### src/rtl/ucpu_pkg.sv
package ucpu_pkg;

  localparam int XLEN   = 32;
  localparam int NREGS  = 32;
  localparam int RIDX_W = $clog2(NREGS);
  localparam int IMM_W  = 16;
  localparam int TGT_W  = 26;

  // major opcodes
  localparam logic [5:0] OPC_REG  = 6'b000000;
  localparam logic [5:0] OPC_ORI  = 6'b001101;
  localparam logic [5:0] OPC_LOAD = 6'b100011;
  localparam logic [5:0] OPC_STOR = 6'b101011;
  localparam logic [5:0] OPC_BEQ  = 6'b000100;
  localparam logic [5:0] OPC_JMP  = 6'b000010;

  // ALU group codes from the main decoder
  localparam logic [2:0] GRP_ADD = 3'b000;
  localparam logic [2:0] GRP_SUB = 3'b001;
  localparam logic [2:0] GRP_OR  = 3'b010;
  localparam logic [2:0] GRP_FN  = 3'b100;

  typedef enum logic [2:0] {
    ALU_AND = 3'b000,
    ALU_OR  = 3'b001,
    ALU_ADD = 3'b010,
    ALU_SUB = 3'b110,
    ALU_SLT = 3'b111
  } alu_sel_e;

  typedef struct packed {
    logic       dst_is_rd;
    logic       b_is_imm;
    logic       wb_is_mem;
    logic       rf_we;
    logic       dm_we;
    logic       is_branch;
    logic       is_jump;
    logic       imm_signed;
    logic [2:0] alu_grp;
  } ctrl_t;

  function automatic logic [XLEN-1:0] widen_imm(input logic [IMM_W-1:0] imm,
                                                input logic signed_ext);
    logic fill;
    fill = signed_ext & imm[IMM_W-1];
    return {{(XLEN-IMM_W){fill}}, imm};
  endfunction

  function automatic logic [XLEN-1:0] branch_dest(input logic [XLEN-1:0] seq_pc,
                                                  input logic [IMM_W-1:0] imm);
    return seq_pc + {widen_imm(imm, 1'b1), 2'b00}[XLEN-1:0];
  endfunction

  function automatic logic [XLEN-1:0] jump_dest(input logic [XLEN-1:0] seq_pc,
                                                input logic [TGT_W-1:0] tgt);
    return {seq_pc[XLEN-1:TGT_W+2], tgt, 2'b00};
  endfunction

  function automatic logic [XLEN-1:0] alu_eval(input alu_sel_e sel,
                                               input logic [XLEN-1:0] a,
                                               input logic [XLEN-1:0] b);
    logic [XLEN-1:0] r;
    case (sel)
      ALU_AND: r = a & b;
      ALU_OR:  r = a | b;
      ALU_SUB: r = a - b;
      ALU_SLT: r = {{(XLEN-1){1'b0}}, ($signed(a) < $signed(b))};
      default: r = a + b;
    endcase
    return r;
  endfunction

endpackage

### src/rtl/ucpu_main_dec.sv
module ucpu_main_dec
  import ucpu_pkg::*;
(
  input  logic [5:0] opcode,
  output ctrl_t      ctl
);
  always_comb begin
    ctl = '0;
    case (opcode)
      OPC_REG: begin
        ctl.dst_is_rd = 1'b1;
        ctl.rf_we     = 1'b1;
        ctl.alu_grp   = GRP_FN;
      end
      OPC_ORI: begin
        ctl.b_is_imm  = 1'b1;
        ctl.rf_we     = 1'b1;
        ctl.alu_grp   = GRP_OR;
      end
      OPC_LOAD: begin
        ctl.b_is_imm   = 1'b1;
        ctl.wb_is_mem  = 1'b1;
        ctl.rf_we      = 1'b1;
        ctl.imm_signed = 1'b1;
        ctl.alu_grp    = GRP_ADD;
      end
      OPC_STOR: begin
        ctl.b_is_imm   = 1'b1;
        ctl.dm_we      = 1'b1;
        ctl.imm_signed = 1'b1;
        ctl.alu_grp    = GRP_ADD;
      end
      OPC_BEQ: begin
        ctl.is_branch = 1'b1;
        ctl.alu_grp   = GRP_SUB;
      end
      OPC_JMP: begin
        ctl.is_jump   = 1'b1;
      end
      default: ctl = '0;
    endcase
  end
endmodule

### src/rtl/ucpu_alu_ctl.sv
module ucpu_alu_ctl
  import ucpu_pkg::*;
(
  input  logic [2:0] grp,
  input  logic [5:0] funct,
  output alu_sel_e   sel
);
  always_comb begin
    if (grp[2]) begin
      case (funct[3:0])
        4'b0010: sel = ALU_SUB;
        4'b0100: sel = ALU_AND;
        4'b0101: sel = ALU_OR;
        4'b1010: sel = ALU_SLT;
        default: sel = ALU_ADD;
      endcase
    end else begin
      case (grp[1:0])
        2'b10:   sel = ALU_OR;
        2'b01:   sel = ALU_SUB;
        default: sel = ALU_ADD;
      endcase
    end
  end
endmodule

### src/rtl/ucpu_regfile.sv
module ucpu_regfile #(
  parameter int W     = 32,
  parameter int DEPTH = 32,
  localparam int AW   = $clog2(DEPTH)
) (
  input  logic          clk,
  input  logic          rst,
  input  logic [AW-1:0] ra_a,
  input  logic [AW-1:0] ra_b,
  output logic [W-1:0]  rd_a,
  output logic [W-1:0]  rd_b,
  input  logic          we,
  input  logic [AW-1:0] wa,
  input  logic [W-1:0]  wd
);
  logic [W-1:0] regs [DEPTH];
  logic         wr_hit;

  assign wr_hit = we && (wa != '0);

  always_ff @(posedge clk) begin
    if (rst) begin
      for (int i = 0; i < DEPTH; i++) regs[i] <= '0;
    end else if (wr_hit) begin
      regs[wa] <= wd;
    end
  end

  assign rd_a = regs[ra_a];
  assign rd_b = regs[ra_b];

  AST_R0_READS_ZERO: assert property (@(posedge clk) disable iff (rst)
    (ra_a == '0) |-> (rd_a == '0));
  AST_R0_READS_ZERO_B: assert property (@(posedge clk) disable iff (rst)
    (ra_b == '0) |-> (rd_b == '0));
endmodule

### src/rtl/uniclock_cpu.sv
module uniclock_cpu
  import ucpu_pkg::*;
(
  input  logic            clk,
  input  logic            rst,
  output logic [XLEN-1:0] imem_addr,
  input  logic [XLEN-1:0] imem_rdata,
  output logic [XLEN-1:0] dmem_addr,
  output logic [XLEN-1:0] dmem_wdata,
  output logic            dmem_we,
  input  logic [XLEN-1:0] dmem_rdata,
  output logic [XLEN-1:0] dbg_pc,
  output logic            dbg_wen,
  output logic [RIDX_W-1:0] dbg_waddr,
  output logic [XLEN-1:0] dbg_wdata
);
  logic [XLEN-1:0]   pc, pc_seq, pc_next, br_dest, jmp_dest;
  logic [5:0]        f_op, f_fn;
  logic [RIDX_W-1:0] f_rs, f_rt, f_rd, wr_idx;
  logic [IMM_W-1:0]  f_imm;
  logic [TGT_W-1:0]  f_tgt;
  ctrl_t             ctl;
  alu_sel_e          alu_sel;
  logic [XLEN-1:0]   rs_val, rt_val, imm_ext, opnd_b, alu_y, wb_val;
  logic              alu_zero, br_taken;

  // instruction fields
  assign f_op  = imem_rdata[31:26];
  assign f_rs  = imem_rdata[25:21];
  assign f_rt  = imem_rdata[20:16];
  assign f_rd  = imem_rdata[15:11];
  assign f_fn  = imem_rdata[5:0];
  assign f_imm = imem_rdata[15:0];
  assign f_tgt = imem_rdata[25:0];

  ucpu_main_dec u_dec (.opcode(f_op), .ctl(ctl));
  ucpu_alu_ctl  u_actl (.grp(ctl.alu_grp), .funct(f_fn), .sel(alu_sel));

  ucpu_regfile #(.W(XLEN), .DEPTH(NREGS)) u_rf (
    .clk (clk),
    .rst (rst),
    .ra_a(f_rs),
    .ra_b(f_rt),
    .rd_a(rs_val),
    .rd_b(rt_val),
    .we  (ctl.rf_we),
    .wa  (wr_idx),
    .wd  (wb_val)
  );

  // execute
  assign imm_ext  = widen_imm(f_imm, ctl.imm_signed);
  assign opnd_b   = ctl.b_is_imm ? imm_ext : rt_val;
  assign alu_y    = alu_eval(alu_sel, rs_val, opnd_b);
  assign alu_zero = (alu_y == '0);

  // write back
  assign wr_idx = ctl.dst_is_rd ? f_rd : f_rt;
  assign wb_val = ctl.wb_is_mem ? dmem_rdata : alu_y;

  // next address
  assign pc_seq   = pc + XLEN'(4);
  assign br_dest  = branch_dest(pc_seq, f_imm);
  assign jmp_dest = jump_dest(pc_seq, f_tgt);
  assign br_taken = ctl.is_branch & alu_zero;

  always_comb begin
    if (ctl.is_jump)    pc_next = jmp_dest;
    else if (br_taken)  pc_next = br_dest;
    else                pc_next = pc_seq;
  end

  always_ff @(posedge clk) begin
    if (rst) pc <= '0;
    else     pc <= pc_next;
  end

  // ports
  assign imem_addr  = pc;
  assign dmem_addr  = alu_y;
  assign dmem_wdata = rt_val;
  assign dmem_we    = ctl.dm_we;
  assign dbg_pc     = pc;
  assign dbg_wen    = ctl.rf_we;
  assign dbg_waddr  = wr_idx;
  assign dbg_wdata  = wb_val;

  // assertions
  AST_RESET_PC: assert property (@(posedge clk)
    rst |=> (pc == '0));
  AST_SEQ_STEP: assert property (@(posedge clk) disable iff (rst)
    (!ctl.is_jump && !br_taken) |=> (pc == $past(pc) + XLEN'(4)));
  AST_BRANCH_DEST: assert property (@(posedge clk) disable iff (rst)
    (br_taken && !ctl.is_jump) |=>
      (pc == $past(pc) + XLEN'(4) + {{(XLEN-IMM_W-2){$past(f_imm[IMM_W-1])}}, $past(f_imm), 2'b00}));
  AST_JUMP_DEST: assert property (@(posedge clk) disable iff (rst)
    ctl.is_jump |=> (pc[1:0] == 2'b00 && pc[TGT_W+1:2] == $past(f_tgt)));
  AST_BEQ_SUBTRACTS: assert property (@(posedge clk) disable iff (rst)
    ctl.is_branch |-> (alu_sel == ALU_SUB));
  AST_STORE_NO_RF: assert property (@(posedge clk) disable iff (rst)
    dmem_we |-> !dbg_wen);
endmodule

### config.mk
export PLATFORM = sky130hd
export DESIGN_NAME = uniclock_cpu
export DESIGN_NICKNAME = d
export VERILOG_FILES = /design/src/rtl/ucpu_pkg.sv /design/src/rtl/ucpu_main_dec.sv /design/src/rtl/ucpu_alu_ctl.sv /design/src/rtl/ucpu_regfile.sv /design/src/rtl/uniclock_cpu.sv
export SDC_FILE = /design/constraint.sdc
export NUM_CORES = 2
export LEC_CHECK = 0
export BUFFER_PORTS_ARGS = -buffer_cell sky130_fd_sc_hd__buf_2
export CAP_MARGIN = 30
export CORE_AREA = 2 2 452 454
export DETAILED_ROUTE_END_ITERATION = 6
export DIE_AREA = 0 0 454 456
export HOLD_SLACK_MARGIN = 0.15
export PLACE_DENSITY = 0.48
export SETUP_SLACK_MARGIN = 0.2
export SYNTH_ARGS = -nofsm -noshare
export SYNTH_HDL_FRONTEND = slang
export SYNTH_HIERARCHICAL = 1
export SYNTH_SLANG_ARGS = --single-unit
export TNS_END_PERCENT = 10
### constraint.sdc
create_clock -name clk -period 11.67 [get_ports clk]
set_clock_uncertainty 0.05 [all_clocks]
set_input_delay 1.167 -clock clk [delete_from_list [all_inputs] [get_ports clk]]
set_output_delay 1.167 -clock clk [all_outputs]
set_load 0.01 [all_outputs]
==> out/metrics.yaml <==
floorplanning:
  rows: 165
  core_sq_um: 202000
  chipHeight_um: 456
  die_w_um: 454
  dieArea_sq_um: 207000
  io_pins: 233
  start_util: 0.330
clock_network:
  postCtsSetupBuffers: 0
  clock_latency_ps: 810
  htree_levels: 3
  ctsResizeCount: 0
  cts.hold.buffers_added: 0
  cts_root_buffer: "clkbuf_16"
  cts_tree: "done"
  numCtsBuffers: 120
  clock_sinks: 1054
  clockBufferDepth: 3
  clk_pin_slew_ps: 60
power:
  p_switching_mw: 4.02
  internal_power_mw: 7.08
  swShare: 0.362
  p_leak_nw: 29.8
  seq_power_share: 0.392
  p_comb_frac: 0.280
  power_mw: 11.1
  ir_worst_vdd_mv: 0.137
  clockPowerShare: 0.328
  power_density_nw_per_um2: 150
timing:
  slew_viol_final: 0
  period_share: 0.826
  period_minus_slack_ps: 9640
  finalSetupTns_ps: 0
  worst_pin_slew_ps: 1230
  relSlewSlack: 0.181
  max_freq_mhz: 104
  hold_ws_ps: 618
  rsz0062_at_grt: "no"
  layout_setup_ws_ps: 2030
  hold_viol: 0
  setup_viol: 0
setup_path:
  r2r_start: "u_rf/regs[2][1]"
  worstPathArrival_ps: 8420
  worst-setup-path-type: "input port to primary output"
  worstPathRequired_ps: 10450
  startpoint: "imem_rdata[16]"
  crit_path_start_kind: "input port"
  rr_worst_depth: 20
  end_kind: "primary output"
  path_max_fanout: 32
global_routing:
  antenna_found_initial: 36
  grt_max_degree: 115
  grt_usage: 0.264
  grt_pass1_vias: 50504
  overflow: 0
  grt_pass1_wl_mm: 391
hold_path:
  min_path_cells: 3
  hold_start: "dbg_pc[31]"
  hold_class: "flop to flop"
logic_synthesis:
  synth_area_sq_um: 66500
  synth_compound_area_frac: 0.110
  synth_edf_count: 1024
  synth_top_family_by_area: "simple AND/OR/NAND/NOR gates"
  synth_mux_area_frac: 0.163
  synth-simple-area-share: 0.173
  synth_top_area_share: 0.462
  seq_area_frac_synth: 0.471
  synthArstFlopShare: 0
  synth_cell_types: 95
  synth.largest_area_cell: "edfxtp_1"
  synth-xor-area-share: 0.00779
  syn_area_per_cell_sq_um: 10.8
  synth_warnings: 6
  ys.flop_type: "edfxtp_1"
  synth_area_leaders: "edfxtp_1 46%, mux2i_1 16%, and2_1 9.4%, ha_1 2.4%, a21oi_1 2.3%"
  ys_ff_latch: 1054
  synthAdderAreaFrac: 0.0248
  syn_inst: 6163
final_layout:
  mostFrequentLayoutCells: "1049 x mux2i_1, 1024 x edfxtp_1, 1000 x and2_1"
  layout_commonest_cell: "mux2i_1"
  syn_to_final_growth_pct: 11.3
  fillers: 19832
  layout-drive-gt1-share: 0.116
  nets: 6365
  finish.instance_area_sq_um: 74000
route:
  wl_per_cell_um: 31.5
  initialDrtViolationCount: 4939
  via_count: 51425
  dr.pass1.iters: 5
  totalWireLength_mm: 282
  detail-route-antenna-nets: 0
  drc_errors: 0
  via_per_inst: 5.74
outcome:
  outcome: "finished, final reports clean"
placement:
  detailed_place_hpwl_mm: 177
  place_area_sq_um: 70300
  gp_congestion: 0.920
  dp_slack_ps: 2260
  portBuffers: 228
run:
  drv_cap: 0
-- per-stage QoR --
stage,util,instances
floorplan,-,6197
global placement,0.348,8714
detailed placement,0.348,8719
CTS,0.367,8935
global route,0.367,8936
finish,0.367,8953
-- kinds of logic (layout without fill, tap and decap cells) --
kind of cell,after synthesis,after routing
muxes,1082,1082
AOI/OAI and AO/OA,1067,1067
other,2,54
DFF,1054,1054
and+or+nand+nor,2074,2074
adders and majority gates,130,130
buffers and inverters,697,763
xor gates and xnor gates,57,57
-- cell usage after synthesis, types with 40 or more instances --
library cell / instances
mux2i_1: 1049
edfxtp_1: 1024
and2_1: 1002
a21oi_1: 309
nand2_1: 309
clkbuf_1: 284
nand3_1: 246
a22oi_1: 195
nor2_1: 181
a22o_1: 131
inv_1: 131
buf_2: 130
ha_1: 127
nor3_1: 105
buf_4: 100
o21ai_0: 83
a31oi_1: 74
or2_2: 40
-- per-layer routing --
layer,share of wire,up-vias,global-route usage
met2,0.47,2150,0.432
met3,0.073,434,0.0403
li1,-,22564,-
met1,0.43,26273,0.352
met5,0.000089,-,0
met4,0.037,4,0.0942
-- power by group through the flow --
| stage | clock network, mW | registers [mW] | logic, mW |
|---|---|---|---|
| final | 3.65 | 4.35 | 3.11 |
| after global routing | 3.85 | 4.37 | 3.25 |
| after CTS | 3.71 | 4.35 | 3.06 |
| after detailed placement | 0 | 4.43 | 3.05 |
| after global placement | 0 | 4.42 | 3.05 |
| after floorplan | 0 | 4.41 | 1.64 |
-- cell type report --
class	instances	area, sq um	share of cell area
repair buffers	415	2830	0.0382
multi-input cells	4446	32300	0.436
inverters	132	495	0.00670
diodes	18	45.0	0.000609
clock buffers	153	3150	0.0425
clock inverters	63	513	0.00693
well taps	2672	3340	0.0452
flip-flops and latches	1054	31400	0.424
-- flip-flops by register name, summed over array words and instances (netlist names) --
signal,cells
u_rf/regs,1024
dbg_pc,30
-- critical path, stage by stage --
cell      delay, ps
buf_2           220
nor2b_4         800
buf_4           640
buf_4           550
nand2_1         150
nand3_1         110
nand3_1         290
mux2i_1         330
ha_1            470
inv_1           200
a21oi_1         300
o31a_1          280
o22ai_1         130
o21ai_1         310
a211oi_1        150
or3_1           440
a2111o_1        390
o211a_1         170
inv_1           220
mux2_2          620
buf_2           340
-- worst paths after layout --
path	to	slack (ps)
setup / recovery	dbg_wdata[31]	2030
hold / removal	dbg_pc[31]	620
setup reg to reg	dbg_pc[24]	4240
hold reg to reg	dbg_pc[31]	620
Power figures use the tool's default switching activity.
